==> src/rtl/fts_pkg.sv <==
package fts_pkg;

  localparam int CMD_W = 4;

  localparam logic [CMD_W-1:0] CMD_WRITE       = 4'h1;
  localparam logic [CMD_W-1:0] CMD_FILL_PLAIN  = 4'h8;
  localparam logic [CMD_W-1:0] CMD_FILL_ERR    = 4'h9;
  localparam logic [CMD_W-1:0] CMD_FILL_SHARED = 4'hA;
  localparam logic [CMD_W-1:0] CMD_FILL_SHDIRT = 4'hB;
  localparam logic [CMD_W-1:0] CMD_FILL_DIRTY  = 4'hC;

  typedef enum logic [1:0] {
    PH_IDLE  = 2'd0,
    PH_LAG   = 2'd1,
    PH_QUIET = 2'd2,
    PH_CAPT  = 2'd3
  } fill_phase_e;

  function automatic logic is_fill_code(input logic [CMD_W-1:0] c);
    case (c)
      CMD_FILL_PLAIN, CMD_FILL_ERR, CMD_FILL_SHARED,
      CMD_FILL_SHDIRT, CMD_FILL_DIRTY: is_fill_code = 1'b1;
      default:                         is_fill_code = 1'b0;
    endcase
  endfunction

endpackage

==> src/rtl/fts_cmd_decode.sv <==
module fts_cmd_decode
  import fts_pkg::*;
(
  input  logic [CMD_W-1:0] cmd_code,
  input  logic             cmd_valid,
  output logic             fill_go,
  output logic             wr_go
);

  always_comb begin
    fill_go = cmd_valid && is_fill_code(cmd_code);
    wr_go   = cmd_valid && (cmd_code == CMD_WRITE);
  end

endmodule

==> src/rtl/fts_wr_burst.sv <==
module fts_wr_burst #(
  parameter int BEATS = 8
) (
  input  logic clk,
  input  logic rst_n,
  input  logic wr_go,
  input  logic kill,
  output logic wr_active,
  output logic wr_abort
);

  localparam int CW = $clog2(BEATS + 1);
  localparam logic [CW-1:0] LAST = CW'(BEATS - 1);

  logic [CW-1:0] cnt;

  always_ff @(posedge clk or negedge rst_n) begin
    if (!rst_n) begin
      wr_active <= 1'b0;
      wr_abort  <= 1'b0;
      cnt       <= '0;
    end else begin
      wr_abort <= 1'b0;
      if (wr_go) begin
        wr_active <= 1'b1;
        cnt       <= '0;
      end else if (wr_active) begin
        if (cnt == LAST) begin
          wr_active <= 1'b0;
        end else if (kill) begin
          wr_active <= 1'b0;
          wr_abort  <= 1'b1;
        end else begin
          cnt <= cnt + 1'b1;
        end
      end
    end
  end


  burst_end_chk: assert property (@(posedge clk) disable iff (!rst_n)
    $fell(wr_active) |-> (wr_abort || $past(cnt) == LAST));

endmodule

==> src/rtl/fts_fill_timeline.sv <==
module fts_fill_timeline
  import fts_pkg::*;
#(
  parameter int BEATS    = 8,
  parameter int DW       = 64,
  parameter int DLY_W    = 5,
  parameter int OFF_LAT  = 3,
  parameter int CAP_BASE = 10
) (
  input  logic                     clk,
  input  logic                     rst_n,
  input  logic                     fill_go,
  input  logic                     wr_go,
  input  logic [DLY_W-1:0]         fill_dly,
  input  logic [DW-1:0]            bus_rd,
  output logic                     kill,
  output logic                     quiet,
  output logic                     cap_valid,
  output logic [$clog2(BEATS)-1:0] cap_beat,
  output logic [DW-1:0]            cap_data
);

  localparam int AW = $clog2(CAP_BASE + (1 << DLY_W) + 1);
  localparam int IW = $clog2(BEATS);
  localparam logic [AW-1:0] OFF_M1  = AW'(OFF_LAT - 1);
  localparam logic [AW-1:0] BASE_M1 = AW'(CAP_BASE - 1);
  localparam logic [IW-1:0] LAST    = IW'(BEATS - 1);

  fill_phase_e      phase;
  logic [AW-1:0]    age;
  logic [DLY_W-1:0] dly_q;
  logic [IW-1:0]    beat;
  logic [AW-1:0]    cap_at;

  assign cap_at = BASE_M1 + AW'(dly_q);
  assign kill   = (phase == PH_LAG) && (age == OFF_M1) && !wr_go && !fill_go;
  assign quiet  = (phase == PH_QUIET) || (phase == PH_CAPT);

  always_ff @(posedge clk or negedge rst_n) begin
    if (!rst_n) begin
      phase     <= PH_IDLE;
      age       <= '0;
      dly_q     <= '0;
      beat      <= '0;
      cap_valid <= 1'b0;
      cap_beat  <= '0;
      cap_data  <= '0;
    end else begin
      cap_valid <= 1'b0;
      if (wr_go) begin
        phase <= PH_IDLE;
      end else if (fill_go) begin
        phase <= PH_LAG;
        age   <= '0;
        dly_q <= fill_dly;
      end else begin
        case (phase)
          PH_LAG: begin
            age <= age + 1'b1;
            if (age == OFF_M1) phase <= PH_QUIET;
          end
          PH_QUIET: begin
            age <= age + 1'b1;
            if (age == cap_at) begin
              cap_valid <= 1'b1;
              cap_beat  <= '0;
              cap_data  <= bus_rd;
              beat      <= IW'(1);
              phase     <= PH_CAPT;
            end
          end
          PH_CAPT: begin
            cap_valid <= 1'b1;
            cap_beat  <= beat;
            cap_data  <= bus_rd;
            beat      <= beat + 1'b1;
            if (beat == LAST) phase <= PH_IDLE;
          end
          default: ;
        endcase
      end
    end
  end


  fill_entry_chk: assert property (@(posedge clk) disable iff (!rst_n)
    (phase != PH_LAG && !fill_go) |=> (phase != PH_LAG));


  beat_step_chk: assert property (@(posedge clk) disable iff (!rst_n)
    (cap_valid && cap_beat != '0) |->
      ($past(cap_valid) && cap_beat == IW'($past(cap_beat) + 1'b1)));

endmodule

==> src/rtl/fill_turnaround_seq.sv <==
module fill_turnaround_seq
  import fts_pkg::*;
#(
  parameter int BEATS    = 8,
  parameter int DW       = 64,
  parameter int DLY_W    = 5,
  parameter int OFF_LAT  = 3,
  parameter int CAP_BASE = 10
) (
  input  logic                     clk,
  input  logic                     rst_n,
  input  logic [CMD_W-1:0]         cmd_code,
  input  logic                     cmd_valid,
  input  logic [DLY_W-1:0]         fill_dly,
  input  logic [DW-1:0]            bus_rd,
  output logic                     bus_drive_en,
  output logic                     wr_abort,
  output logic                     cap_valid,
  output logic [$clog2(BEATS)-1:0] cap_beat,
  output logic [DW-1:0]            cap_data
);

  logic fill_go, wr_go, kill, quiet, wr_active;

  fts_cmd_decode u_dec (
    .cmd_code (cmd_code),
    .cmd_valid(cmd_valid),
    .fill_go  (fill_go),
    .wr_go    (wr_go)
  );

  fts_wr_burst #(.BEATS(BEATS)) u_wr (
    .clk      (clk),
    .rst_n    (rst_n),
    .wr_go    (wr_go),
    .kill     (kill),
    .wr_active(wr_active),
    .wr_abort (wr_abort)
  );

  fts_fill_timeline #(
    .BEATS(BEATS), .DW(DW), .DLY_W(DLY_W),
    .OFF_LAT(OFF_LAT), .CAP_BASE(CAP_BASE)
  ) u_tl (
    .clk      (clk),
    .rst_n    (rst_n),
    .fill_go  (fill_go),
    .wr_go    (wr_go),
    .fill_dly (fill_dly),
    .bus_rd   (bus_rd),
    .kill     (kill),
    .quiet    (quiet),
    .cap_valid(cap_valid),
    .cap_beat (cap_beat),
    .cap_data (cap_data)
  );

  assign bus_drive_en = wr_active;


  wr_override_chk: assert property (@(posedge clk) disable iff (!rst_n)
    wr_go |=> bus_drive_en);


  quiet_off_chk: assert property (@(posedge clk) disable iff (!rst_n)
    (quiet && !wr_go) |=> !bus_drive_en);


  abort_drop_chk: assert property (@(posedge clk) disable iff (!rst_n)
    wr_abort |-> (!bus_drive_en && $past(bus_drive_en)));

endmodule

==> config.mk <==
export PLATFORM = sky130hd
export DESIGN_NAME = fill_turnaround_seq
export DESIGN_NICKNAME = d
export VERILOG_FILES = /design/src/rtl/fts_pkg.sv /design/src/rtl/fts_cmd_decode.sv /design/src/rtl/fts_wr_burst.sv /design/src/rtl/fts_fill_timeline.sv /design/src/rtl/fill_turnaround_seq.sv
export SDC_FILE = /design/constraint.sdc
export NUM_CORES = 1
export LEC_CHECK = 0
export BUFFER_PORTS_ARGS = -buffer_cell sky130_fd_sc_hd__buf_2
export CORE_MARGIN = 5
export CORE_UTILIZATION = 44
export DETAILED_ROUTE_END_ITERATION = 7
export PLACE_DENSITY = 0.77
export RECOVER_POWER = 100
export SYNTH_ARGS = -nofsm -noshare
export SYNTH_HDL_FRONTEND = slang
export SYNTH_SLANG_ARGS = --single-unit
==> constraint.sdc <==
create_clock -name clk -period 2.1 [get_ports clk]
set_clock_uncertainty 0.05 [all_clocks]
set_input_delay 0.42 -clock clk [delete_from_list [all_inputs] [get_ports clk]]
set_output_delay 0.42 -clock clk [all_outputs]
set_load 0.01 [all_outputs]
==> results_dict.tcl, run 1 <==
set metrics [dict create \
    status "complete, but fails checks" \
    violations "negative setup slack" \
    pwr-share-comb 0.485 \
    rsz0062_at_grt "true" \
    avgSynthCellArea_sq_um 13.45 \
    slew_viol_final 0 \
    syn_nets 379 \
    end_kind "flop" \
    yosysTopAreaCell "dfrtp_1" \
    synth_seq_cells 90 \
    dieHeight_microns 104.8 \
    cts_buffer_depth 2 \
    synthFlopType "dfrtp_1" \
    cpMostUsedCell "a21oi_2" \
    ys_warn_count 0 \
    clock-sinks 90 \
    grt_antenna_before_repair 0 \
    critPathRequiredTime_ps 2300 \
    dp.cells 560 \
    rows 34 \
    cts_root_buffer "clkbuf_8" \
    stdcell_area_sq_um 5508 \
    crit_path_max_incr_delay_ps 450 \
    hold_class "in2reg" \
    synth_edf_count 0 \
    grt_max_degree 39 \
    antenna_cells 0 \
    fmax_ghz 0.4376 \
    groute.usage.overall 0.1789 \
    period_share 1.088 \
    cts_tree "yes" \
    power_per_cell_area_nw_per_um2 1537 \
    synth.top_cell.area_share 0.5696 \
    yosysSeqAreaShare 0.5696 \
    final_common_cell "dfrtp_1" \
    wire_per_inst_microns 18.04 \
    slew_headroom 0.3778 \
    worst-setup-path-type "reg2reg" \
    area_growth_pct 39.30 \
    drt-initial-drc-count 69 \
    vias 3094 \
    pwr-share-clk 0.147 \
    grt_pass1_wl_mm 16.19 \
    path_clk_slew_ps 100 \
    placed_area_sq_um 4937 \
    maxCapViolCount 0 \
    period_minus_slack_ps 2285 \
    grt_pass1_vias 3222 \
    path_delay_family "compound AO/OA/AOI/OAI gates" \
    swShare 0.3606 \
    port_buffers 145 \
    worstPathCellList "ha_4, nor3_2, a21oi_2, a21oi_2, o2111ai_2, a21oi_4, buf_6, clkbuf_16, mux2_2" \
    arrival_ps 2480 \
    setup_viol 71 \
    ys_async_sr_fraction 1.000 \
    final_nets 563 \
    worst_slack_ps -185.0 \
    ant_nets 0 \
    crit_buf_inv 2 \
    startpoint_type "flop" \
    hold_viol_final 0 \
    insertion_delay_ps 350 \
    die_area_sq_um 10980 \
    p_sw_w 0.003053 \
    wl_mm 10.66 \
    p_seq_frac 0.369 \
    fillers 674 \
    htree_levels 3 \
    p_leak_nw 2.574 \
    ys_types 41 \
    drc 0 \
    grt-ovfl-total 0 \
    final_cell_mix "dfrtp_1 (90), buf_2 (74), clkbuf_1 (72)" \
    place.gp.congestion 0.7972 \
    synth.area.top_cells "dfrtp_1 (57%), mux2_2 (17%), ha_1 (2.8%), mux2_1 (2.8%), buf_8 (2.3%)" \
    synth_cells 294 \
    cp_max_fo 8 \
    die_x_microns 104.8 \
    worst_slew_pin_slew_ps 933.3 \
    first_pass_iters 4 \
    total_power_w 0.008466 \
    cts-buffers-inserted 9 \
    multi_input_area_sq_um 1795 \
    core_area_sq_um 8721 \
    cp_slowest_cell "dfrtp_1" \
    ioPinCount 146 \
    hpwlAfterDp_mm 7.124 \
    fin_cells 591 \
    max-vdd-ir-drop_mv 0.6526 \
    fin_setup_tns_ps -9953 \
    power.internal_w 0.005414 \
    layout-drive-gt1-share 0.4244 \
    seq_area_sq_um 2252 \
    viasPerCell 5.235 \
    syn_area_sq_um 3954 \
    start_util 0.4534 \
]
## worst paths after layout
kind / from / end / slack (ps) / cells past startpoint
max: u_tl.dly_q[0] / u_tl.cap_data[21] / -180 / 9
min: bus_rd[13] / u_tl.cap_data[13] / 230 / 2
max reg2reg: u_tl.dly_q[0] / u_tl.cap_data[21] / -180 / 9
min reg2reg: u_tl.cap_data[40] / u_tl.cap_data[40] / 450 / 1
max in group asynchronous: rst_n / u_tl.age[5] / 220 / 3
min in group asynchronous: rst_n / u_tl.cap_data[44] / 670 / 2
## layout make-up
| cell class | instances | area share |
|---|---|---|
| sequential | 90 | 0.4089 |
| timing repair buffer | 184 | 0.1976 |
| tap | 108 | 0.02453 |
| multi-input combinational | 186 | 0.3260 |
| clock inverter | 6 | 0.01318 |
| clock buffer | 10 | 0.02499 |
| inverter | 7 | 0.004771 |
## state kept, by name (all words and copies together), names as in the netlist
signal          flops
u_tl.age            6
u_tl.cap_valid      1
u_wr.cnt            4
u_tl.cap_data      64
u_tl.dly_q          5
u_tl.cap_beat       3
u_wr.wr_active      1
u_wr.wr_abort       1
u_tl.phase          2
u_tl.beat           3
## metrics by stage
| step | worst slack (ps) | utilization | hold slack, ps |
|---|---|---|---|
| after floorplan | -124.4 | - | 74.41 |
| after global placement | -92.54 | 0.5661 | 368.3 |
| after detailed placement | -154.3 | 0.5661 | 371.8 |
| after CTS | -116.9 | 0.6128 | 225.0 |
| after global routing | -299.4 | 0.6316 | 216.0 |
| final | -185.0 | 0.6316 | 233.3 |
## worst reg2reg max path, cell delays in order (launching register included)
cell,delay (ps)
dfrtp_1,450
ha_4,200
nor3_2,210
a21oi_2,60
a21oi_2,160
o2111ai_2,170
a21oi_4,230
buf_6,160
clkbuf_16,160
mux2_2,330
## power groups by stage
stage,Sequential [W],Clock (W),Combinational [W]
floorplan,0.00338,0,0.00183
global route,0.00322,0.00136,0.00444
global placement,0.00304,0,0.00333
finish,0.00312,0.00124,0.00410
detailed placement,0.00309,0,0.00347
CTS,0.00307,0.00127,0.00383
## layer usage
| layer | track usage | share of wire | wire length, microns | vias up |
|---|---|---|---|---|
| met4 | 0.05114 | 0.0090 | 96 | 0 |
| met5 | 0 | 0 | 0 | - |
| met3 | 0.04254 | 0.059 | 632 | 11 |
| met1 | 0.2193 | 0.43 | 4605 | 1553 |
| li1 | - | - | - | 1430 |
| met2 | 0.3138 | 0.50 | 5325 | 100 |
## repair_timing
action                                  in CTS  in global routing
hold endpoints to repair                    35                  0
cloned                                       2                  5
gates resized for setup                     27                 37
setup buffers                                5                  2
pin swaps                                    6                  7
hold buffers                                 1                  0
endpoints found under the setup margin      64                 76
## cells by family after synthesis
group	Yosys count	synth area share
flops	90	0.5696
mux	71	0.2019
simple gates	56	0.06962
compound gates	38	0.06931
buf+inv	18	0.03449
xor+xnor	12	0.02658
fa+ha+maj	9	0.02848
## cells in the mapped netlist (3+ instances only)
library cell / count
nor3_1: 5
xor2_1: 7
a21oi_1: 10
nor2_1: 12
a221o_1: 5
mux2_2: 60
o21ai_0: 7
inv_1: 7
nand2_1: 17
buf_8: 6
mux2_1: 10
xnor2_1: 5
ha_1: 9
nand2b_1: 3
dfrtp_1: 90
nand3_1: 7
clkbuf_1: 3
o211ai_1: 4
(Power assumes the default switching activity.)
==> run 2: changes to the inputs <==
--- a/config.mk
+++ b/config.mk
@@ -7,9 +7,9 @@
 export LEC_CHECK = 0
 export BUFFER_PORTS_ARGS = -buffer_cell sky130_fd_sc_hd__buf_2
 export CORE_MARGIN = 5
-export CORE_UTILIZATION = 44
+export CORE_UTILIZATION = 40
 export DETAILED_ROUTE_END_ITERATION = 7
-export PLACE_DENSITY = 0.77
+export PLACE_DENSITY = 0.72
 export RECOVER_POWER = 100
 export SYNTH_ARGS = -nofsm -noshare
 export SYNTH_HDL_FRONTEND = slang
==> run 2 against run 1 <==
The flow still finishes with violations (negative setup slack). Count of clock-buffer cells in the layout up 3. Core utilization is 6.8 points lower. Wire length decreased by 2.4%. Clock power about the same. Final cell count up 3.6%. Worst hold slack got worse by 6.1 ps. Sequential power about the same. Non-clock buffer count down 4. Global-route usage is 2.7 points lower. Largest cell class unchanged. Highest routed layer unchanged.
==> results_dict.tcl, run 2 (same netlist as run 1, synthesis figures left out) <==
set metrics [dict create \
    cts_tree "yes" \
    final_nets 559 \
    largest-register "u_tl.cap_data" \
    rows 36 \
    path_delay_family "compound AO/OA/AOI/OAI gates" \
    core_area_sq_um 9729 \
    period_minus_slack_ps 2248 \
    dieHeight_microns 109.4 \
    drt-initial-drc-count 176 \
    cp_max_fo 8 \
    slew_viol_final 0 \
    power_per_cell_area_nw_per_um2 1515 \
    wire_per_inst_microns 17.00 \
    start_util 0.4064 \
    die_x_microns 109.4 \
    crit_path_max_incr_delay_ps 430 \
    largest_reg_flops 64 \
    hold_viol_final 0 \
    worst_slew_pin_slew_ps 1153 \
    area_growth_pct 38.61 \
    die_area_sq_um 11970 \
    fmax_ghz 0.4448 \
    rsz0062_at_grt "true" \
    ioPinCount 146 \
    cts-buffers-inserted 9 \
    cp_slowest_cell "dfrtp_1" \
    startpoint_type "flop" \
    hold-worst-slack_ps 227.3 \
    htree_levels 3 \
    grt_max_degree 33 \
    maxCapViolCount 0 \
    hold_class "in2reg" \
    critPathRequiredTime_ps 2290 \
    total_power_w 0.008303 \
    grt-ovfl-total 0 \
    grt_pass1_vias 2948 \
    ant_nets 0 \
    wl_mm 10.41 \
    viasPerCell 4.948 \
    post-route-util 0.5633 \
    reg_top3 "u_tl.cap_data: 64 flops, u_tl.age: 6 flops, u_tl.dly_q: 5 flops" \
    arrival_ps 2440 \
    port_buffers 145 \
    drc 0 \
    worstPathCellList "ha_4, xor2_1, a21oi_1, a21oi_2, o2111ai_4, a21oi_4, buf_12, buf_8, mux2_1" \
    setup_viol 65 \
    first_pass_iters 4 \
    end_kind "flop" \
    crit_buf_inv 2 \
    groute.usage.overall 0.1524 \
    hpwlAfterDp_mm 6.912 \
    final_cell_mix "dfrtp_1 (90), clkbuf_1 (76), buf_2 (73)" \
    grt_pass1_wl_mm 14.03 \
    antenna_cells 0 \
    place.gp.congestion 0.8166 \
    vias 3028 \
    clock-sinks 90 \
    worst-setup-path-type "reg2reg" \
    cts_buffer_depth 2 \
    slew_headroom 0.2313 \
    preCtsSetupSlack_ps -184.1 \
    final_common_cell "dfrtp_1" \
    fin_cells 612 \
    status "complete, but fails checks" \
    dp.cells 584 \
    violations "negative setup slack" \
    worst_slack_ps -148.1 \
    p_leak_nw 2.511 \
    insertion_delay_ps 350 \
    cts_root_buffer "clkbuf_8" \
    period_share 1.071 \
    path_clk_slew_ps 90 \
    grt_antenna_before_repair 0 \
    max-vdd-ir-drop_mv 0.5614 \
    layout-drive-gt1-share 0.4154 \
]
-- run 2: final cells by class --
class                   instances  area [sq um]
clock buffers                  13         158.9
repair buffers                180          1040
clock inverters                 3         46.29
fillers                       846          4249
flip-flops and latches         90          2252
multi-input cells             186          1790
inverters                       7         26.28
well taps                     133         166.4
-- run 2: metrics by stage --
stage | setup TNS, ps | area [sq um]
floorplan | -7333 | 3966
global placement | -7913 | 4949
detailed placement | -10870 | 4949
CTS | -8145 | 5284
global route | -17480 | 5480
finish | -7862 | 5480
-- run 2: repair_timing --
item                       CTS  global route
buffers inserted             4             1
gates cloned                 1             6
resized for setup           13            43
hold endpoints to repair    19             0
hold buffers                 1             0
setup endpoints to repair   64            73
pin swaps                    8            12
-- run 2: worst reg2reg max path: stages (launching register included) --
cell	delay, ps
dfrtp_1	430
ha_4	190
xor2_1	130
a21oi_1	100
a21oi_2	190
o2111ai_4	180
a21oi_4	210
buf_12	180
buf_8	150
mux2_1	340
-- run 2: routing by layer --
metal / wire length [microns] / share of wire / track usage / vias up
li1: - / - / - / 1417
met1: 4299 / 0.41 / 0.1819 / 1500
met2: 5260 / 0.51 / 0.2637 / 102
met3: 704 / 0.068 / 0.03464 / 9
met4: 143 / 0.014 / 0.06411 / 0
met5: 0 / 0 / 0 / -
-- run 2: power by group --
part           switching [W]  leakage (nW)  internal, W
logic                0.00183          1.33      0.00212
registers           0.000572          1.08      0.00257
clock network       0.000588         0.100     0.000621
total                0.00299          2.51      0.00531
-- run 2: path summary, 6_finish.rpt --
check | startpoint | to | slack [ps] | depth (start not counted)
worst min register to register | u_tl.cap_data[32] | u_tl.cap_data[32] | 440 | 1
worst min-delay path | bus_rd[32] | u_tl.cap_data[32] | 230 | 2
max in group asynchronous | rst_n | u_tl.cap_data[9] | 190 | 3
min in group asynchronous | rst_n | u_tl.cap_data[1] | 790 | 2
worst max register to register | u_tl.dly_q[0] | u_tl.cap_data[14] | -150 | 9
worst max-delay path | u_tl.dly_q[0] | u_tl.cap_data[14] | -150 | 9
